==> config.mk <==
export PLATFORM = sky130hd
export DESIGN_NAME = pingpong_buf_sel
export DESIGN_NICKNAME = d
export VERILOG_FILES = /design/src/rtl/pps_pkg.sv /design/src/rtl/pps_dir_track.sv /design/src/rtl/pps_append_ctl.sv /design/src/rtl/pingpong_buf_sel.sv
export SDC_FILE = /design/constraint.sdc
export NUM_CORES = 1
export LEC_CHECK = 0
export BUFFER_PORTS_ARGS = -buffer_cell sky130_fd_sc_hd__buf_2
export CORE_MARGIN = 3
export CORE_UTILIZATION = 30
export CTS_CLUSTER_DIAMETER = 80
export DETAILED_ROUTE_END_ITERATION = 10
export GPL_TIMING_DRIVEN = 0
export RECOVER_POWER = 50
export SYNTH_ARGS = -nofsm -noshare
export SYNTH_HDL_FRONTEND = slang
export SYNTH_SLANG_ARGS = --single-unit
==> constraint.sdc <==
create_clock -name clk -period 1.2 [get_ports clk]
set_input_delay 0.24 -clock clk [delete_from_list [all_inputs] [get_ports clk]]
set_output_delay 0.24 -clock clk [all_outputs]
set_load 0.02 [all_outputs]
==> src/rtl/pps_pkg.sv <==
package pps_pkg;
  localparam int NDIR   = 2;
  localparam int DIR_TX = 0;
  localparam int DIR_RX = 1;
  localparam int ST_W   = 8;
  localparam logic BUF_A = 1'b0;
  localparam logic BUF_B = 1'b1;
  localparam int ST_RX_BUSY = 0;
  localparam int ST_RX_NEXT = 1;
  localparam int ST_TX_BUSY = 2;
  localparam int ST_TX_NEXT = 3;
  localparam int ST_APPEND  = 4;
  localparam int ST_TX_CUR  = 5;
  localparam int ST_RST_APP = 6;
  localparam int ST_RSVD    = 7;
endpackage

==> src/rtl/pps_dir_track.sv <==
module pps_dir_track
  import pps_pkg::*;
(
  input  logic clk,
  input  logic rst,
  input  logic req,
  input  logic done,
  input  logic lock_a,
  output logic grant,
  output logic grant_buf,
  output logic nxt,
  output logic busy
);
  always_ff @(posedge clk) begin
    if (rst) begin
      grant     <= 1'b0;
      grant_buf <= BUF_A;
      nxt       <= BUF_A;
      busy      <= 1'b0;
    end else begin
      grant <= 1'b0;
      if (req && !busy) begin
        grant <= 1'b1;
        busy  <= 1'b1;
        if (lock_a) begin
          grant_buf <= BUF_A;
        end else begin
          grant_buf <= nxt;
          nxt       <= ~nxt;
        end
      end else if (done) begin
        busy <= 1'b0;
      end
    end
  end
endmodule

==> src/rtl/pps_append_ctl.sv <==
module pps_append_ctl (
  input  logic clk,
  input  logic rst,
  input  logic start,
  input  logic term,
  input  logic flushed,
  output logic app_on,
  output logic rst_app
);
  always_ff @(posedge clk) begin
    if (rst) begin
      app_on  <= 1'b0;
      rst_app <= 1'b0;
    end else if (rst_app) begin
      if (flushed) begin
        app_on  <= 1'b0;
        rst_app <= 1'b0;
      end
    end else if (app_on) begin
      if (term) rst_app <= 1'b1;
    end else if (start) begin
      app_on <= 1'b1;
    end
  end
endmodule

==> src/rtl/pingpong_buf_sel.sv <==
module pingpong_buf_sel
  import pps_pkg::*;
(
  input  logic            clk,
  input  logic            rst,
  input  logic            tx_req,
  input  logic            tx_done,
  input  logic            rx_req,
  input  logic            rx_done,
  input  logic            app_start,
  input  logic            app_term,
  input  logic            app_flushed,
  output logic            tx_grant,
  output logic            tx_grant_buf,
  output logic            rx_grant,
  output logic            rx_grant_buf,
  output logic [ST_W-1:0] status
);
  logic [NDIR-1:0] req_v, done_v, lock_v, grant_v, gbuf_v, nxt_v, busy_v;
  logic app_on, rst_app;

  assign req_v[DIR_TX]  = tx_req;
  assign req_v[DIR_RX]  = rx_req;
  assign done_v[DIR_TX] = tx_done;
  assign done_v[DIR_RX] = rx_done;

  generate
    for (genvar d = 0; d < NDIR; d++) begin : g_dir
      if (d == DIR_TX) begin : g_lock
        assign lock_v[d] = app_on;
      end else begin : g_free
        assign lock_v[d] = 1'b0;
      end
      pps_dir_track u_trk (
        .clk       (clk),
        .rst       (rst),
        .req       (req_v[d]),
        .done      (done_v[d]),
        .lock_a    (lock_v[d]),
        .grant     (grant_v[d]),
        .grant_buf (gbuf_v[d]),
        .nxt       (nxt_v[d]),
        .busy      (busy_v[d])
      );
    end
  endgenerate

  pps_append_ctl u_app (
    .clk     (clk),
    .rst     (rst),
    .start   (app_start),
    .term    (app_term),
    .flushed (app_flushed),
    .app_on  (app_on),
    .rst_app (rst_app)
  );

  assign tx_grant     = grant_v[DIR_TX];
  assign tx_grant_buf = gbuf_v[DIR_TX];
  assign rx_grant     = grant_v[DIR_RX];
  assign rx_grant_buf = gbuf_v[DIR_RX];

  always_comb begin
    status             = '0;
    status[ST_RX_BUSY] = busy_v[DIR_RX];
    status[ST_RX_NEXT] = nxt_v[DIR_RX];
    status[ST_TX_BUSY] = busy_v[DIR_TX];
    status[ST_TX_NEXT] = nxt_v[DIR_TX];
    status[ST_APPEND]  = app_on;
    status[ST_TX_CUR]  = gbuf_v[DIR_TX];
    status[ST_RST_APP] = rst_app;
    status[ST_RSVD]    = 1'b0;
  end
endmodule

Word level (Yosys, flattened, before mapping):

Index checks and enable logic that the tools add are counted.

* flip-flop bits (word level): 10
* bits in latches: 0
* RAM bits: 0
* bits in read-only memories: 0
* bits of input ports: 9
* memories kept: 0

* add/sub/neg operators: 0
* $mul: 0
* divide/modulo/power cells: 0
* $lt $le $gt $ge: 0
* equal/unequal tests: 1
* shift operators: 0
* muxes and demuxes: 15
* bitwise gates (word level): 3
* reductions and logical operators: 7

Operators with widths (number)
* 2-to-1 mux 1 bit: 15
* nonzero test 2 bit: 2
* inverter 1 bit: 3
* logical AND 1 bit: 2
* zero test 1 bit: 2
* != test 2 bit (second input constant): 1
* AND reduction 2 bit: 1

Logic depth before layout (Yosys ltp):

* depth after elaboration: 3
* mapped depth: 3
* mapped depth without buffers: 3

Modules after synthesis:

A second synthesis with hierarchy kept.

* cell total of the unflattened synthesis: 41
* area total of the unflattened synthesis: 412.9 um^2

Modules (own cells, without submodules)
* pps_dir_track: times used 2, cells each 14, area an instance 147.6 um^2
* pps_append_ctl: times used 1, cells each 8, area an instance 83.8 um^2
* pingpong_buf_sel: times used 1, cells each 5, area an instance 33.8 um^2

Worst setup path after synthesis:

Ideal clock, no wire load.

* path type: reg2reg
* start point: reg g_dir[0].u_trk.busy
* end point: reg g_dir[0].u_trk.grant_buf
* library setup time: 71 ps
* arrival time: 919 ps
* data required time: 1129 ps
* slack: 210 ps
* cell stages (with the launch flop): 4
* path buffers: 0
* cells stage by stage: dfxtp_1 -> nand2b_4 -> or3b_1 -> a21oi_1

* longest elaborated chain between the ends: 2

RTL lines
* start: declaration: RTL line pps_dir_track.sv:12 `output logic busy`
* start signal: assignment: RTL line pps_dir_track.sv:19 `busy <= 1'b0;`
* start signal: assignment: RTL line pps_dir_track.sv:24 `busy <= 1'b1;`
* start signal: assignment: RTL line pps_dir_track.sv:32 `busy <= 1'b0;`
* zero test 1 bit: RTL line pps_dir_track.sv:22 `if (req && !busy) begin`
* logical AND 1 bit: RTL line pps_dir_track.sv:22
* end signal: assignment: RTL line pps_dir_track.sv:28 `grant_buf <= nxt;`
* end: declaration: RTL line pps_dir_track.sv:10 `output logic grant_buf,`

No other way between the ends.
A chain may end at the register's enable or synchronous reset.

Worst setup path after layout:

* start point: reg g_dir[1].u_trk.nxt
* end point: out status[1]

RTL lines
* start: declaration: RTL line pps_dir_track.sv:11 `output logic nxt,`
* start signal: assignment: RTL line pps_dir_track.sv:29 `nxt <= ~nxt;`
* end: declaration: RTL line pingpong_buf_sel.sv:17 `output logic [ST_W-1:0] status`

No word-level cell between the ends.

==> metrics.txt <==
status=finished, final reports clean; I/O Buffers=18; R2R Path Start=g_dir[0].u_trk.busy$_SDFFE_PP0P_; mean post-synth cell area=roughly 9.3 um^2; top cell type's share of synthesized area=a little under half; crit path DAT=0.90 ns; Mapped Nets=54; Comb power frac=17.5%; vias in the first global route=between 200 and 250; slowest CP cell=dfxtp_1; area leader, netlist=dfxtp_1; min-delay worst type=input pin to flip-flop; Startpoint Class=flip-flop; Slew Viols, Final=0; diode count=0; Die Y=around 43 um; fin nets=77; TritonCTS buffer count=3; Initial Util=around a third; layout filler cell count=between 100 and 150; top cells by area, synth=dfxtp_1 (48%), buf_4 (14%), nor2_1 (5.4%); RSZ-0062 raised after global routing=no; most common cell after layout, fill and taps aside=buf_2; sw power=205 uW; register area share after synthesis=a little under half; deepest clock path buffer count=2; Placeable Area=around 1200 um^2; clock sinks=10; Top delay family on crit path=flip-flops; total number of vias=approximately 330; Leak=between 0.2 and 0.3 nW; initial antenna violation count=0; Die Area=1880 um^2; sw frac=approximately a quarter; Cell Chain, Critical Path=buf_4, buf_2; CP endpoint kind=primary output; vias per cell=4.10; max incr delay on CP=~0.37 ns; Synth cell types=17; WP data required=between 0.9 and 1 ns; Util after Layout=approximately 47%; final worst-path cycle share=approximately 95%; Initial DRC Count=0; Critical Path Source=g_dir[1].u_trk.nxt$_SDFFE_PP0P_; H-tree depth=1; VDD IR max=0.751 mV; drt pass-1 iters=1; Worst-Skew Late Latency=0.27 ns; clk_skew=0.00932 ns; first-pass GRT wire length=approximately 1.0 mm; min-delay src=rx_done; Placer Congestion=roughly 0.69; detailed placer's ending HPWL=525 um; CTS tree=yes; Overflow after GRT=0; Bufs and invs on worst path=2; sequential share of power=45.7%; width of the die=between 40 and 50 um; yosys synthesis warning count=0; Tmin final=1.14 ns; commonest non-fill, non-tap cells in the layout=buf_2 (16), dfxtp_1 (9), buf_4 (8); Row Count=12; final wirelength=approximately 710 um; clock transition at the registers of the reported paths=about 0.060 ns; Mapped Area=roughly 420 um^2; IO Count=21; number of max-cap violations=0; share of layout cells above drive strength 1=46.3%; internal power=between 600 and 700 uW; root buf cell=clkbuf_4; Max Freq=a little under 900 MHz; Layout area overhead=34.0%; final setup violation count=0; largest net degree at the start of global routing=11; Setup TNS=0 ns; final hold violations=0; # Post-CTS Setup Buffers=0; Wirelength per Cell=approximately 8.7 um; CP Class=flip-flop to primary output; maximum fanout along the worst path=3; synthesized instance count=45; Power Density=roughly 1500 nW/um^2; Total GRT Usage=~8%; Seq cells post-synth=10; Remaining DRCs=0; clock share of power=between 30 and 40%; Post-DRT Antenna Nets=0
[metal layers]
metal	part of all wire [%]	vias to the layer above	GRT usage [%]	wire length (um)
li1	-	180	-	-
met1	40	134	8.35	280
met2	45	16	9.73	317
met3	14	2	7.88	99
met4	1.3	0	5.42	9
met5	0	-	0	0
[what timing repair did]
action / in CTS / in global routing
endpoints found under the setup margin: 0 / 1
hold buffers: 0 / 0
resized for setup: 0 / 1
[synth_stat cells, drive strengths merged]
library cell / n
conb: 1
mux2: 1
nor2: 6
nor2b: 3
nand2: 3
or2b: 1
buf: 8
or3: 1
dfxtp: 10
o21ai: 1
xnor2: 1
mux2i: 1
or3b: 1
clkbuf: 1
a211oi: 1
nand2b: 1
a21oi: 4
[cell families (layout without fill, tap and decap cells)]
logic type | Yosys count | in the layout | synth area share, %
xor+xnor | 1 | 1 | 2.09
simple gates | 16 | 16 | 21.2
buf+inv | 9 | 31 | 15.2
compound gates | 6 | 6 | 7.76
flops | 10 | 10 | 47.8
mux | 2 | 2 | 5.07
other cells | 1 | 1 | 0.895
[flip-flops by register name, indices dropped and copies added (netlist names)]
name,flops
g_dir.u_trk.busy,2
g_dir.u_trk.grant,2
g_dir.u_trk.grant_buf,2
g_dir.u_trk.nxt,2
u_app.app_on,1
u_app.rst_app,1
[metrics by stage]
stage / total power, mW / area, um^2 / std cells / hold WS (ns) / worst slack [ns]
after floorplan: 0.484 / 419 / 45 / 0.340 / 0.210
after global placement: 0.525 / 527 / 77 / 0.424 / 0.177
after detailed placement: 0.527 / 527 / 77 / 0.431 / 0.167
after CTS: 0.831 / 563 / 81 / 0.145 / 0.0102
after global routing: 0.864 / 562 / 81 / 0.137 / 0.00264
final: 0.818 / 562 / 81 / 0.154 / 0.0553
[layout make-up]
type                       instances  area, um^2  share of cell area, %
sequential                        10         201                   35.9
clock buffer                       4        36.3                   6.46
tap                               14        17.5                   3.12
timing repair buffer              18        87.6                   15.6
multi-input combinational         26         155                   27.6
buffer                             9        63.8                   11.4
[power groups by stage]
stage	clock network (mW)	logic [mW]	registers, mW
floorplan	0	0.0977	0.386
global placement	0	0.145	0.380
detailed placement	0	0.146	0.381
CTS	0.311	0.146	0.373
global route	0.331	0.155	0.378
finish	0.301	0.143	0.374
[worst paths after layout]
path	depth (start not counted)	slack, ns	endpoint
max	2	0.06	status[1]
min	2	0.15	g_dir[1].u_trk.busy$_SDFFE_PP0P_
max reg2reg	3	0.13	g_dir[0].u_trk.grant_buf$_SDFFE_PP0P_
min reg2reg	2	0.47	g_dir[0].u_trk.grant_buf$_SDFFE_PP0P_
No activity file was read; power rests on OpenSTA's default activity.
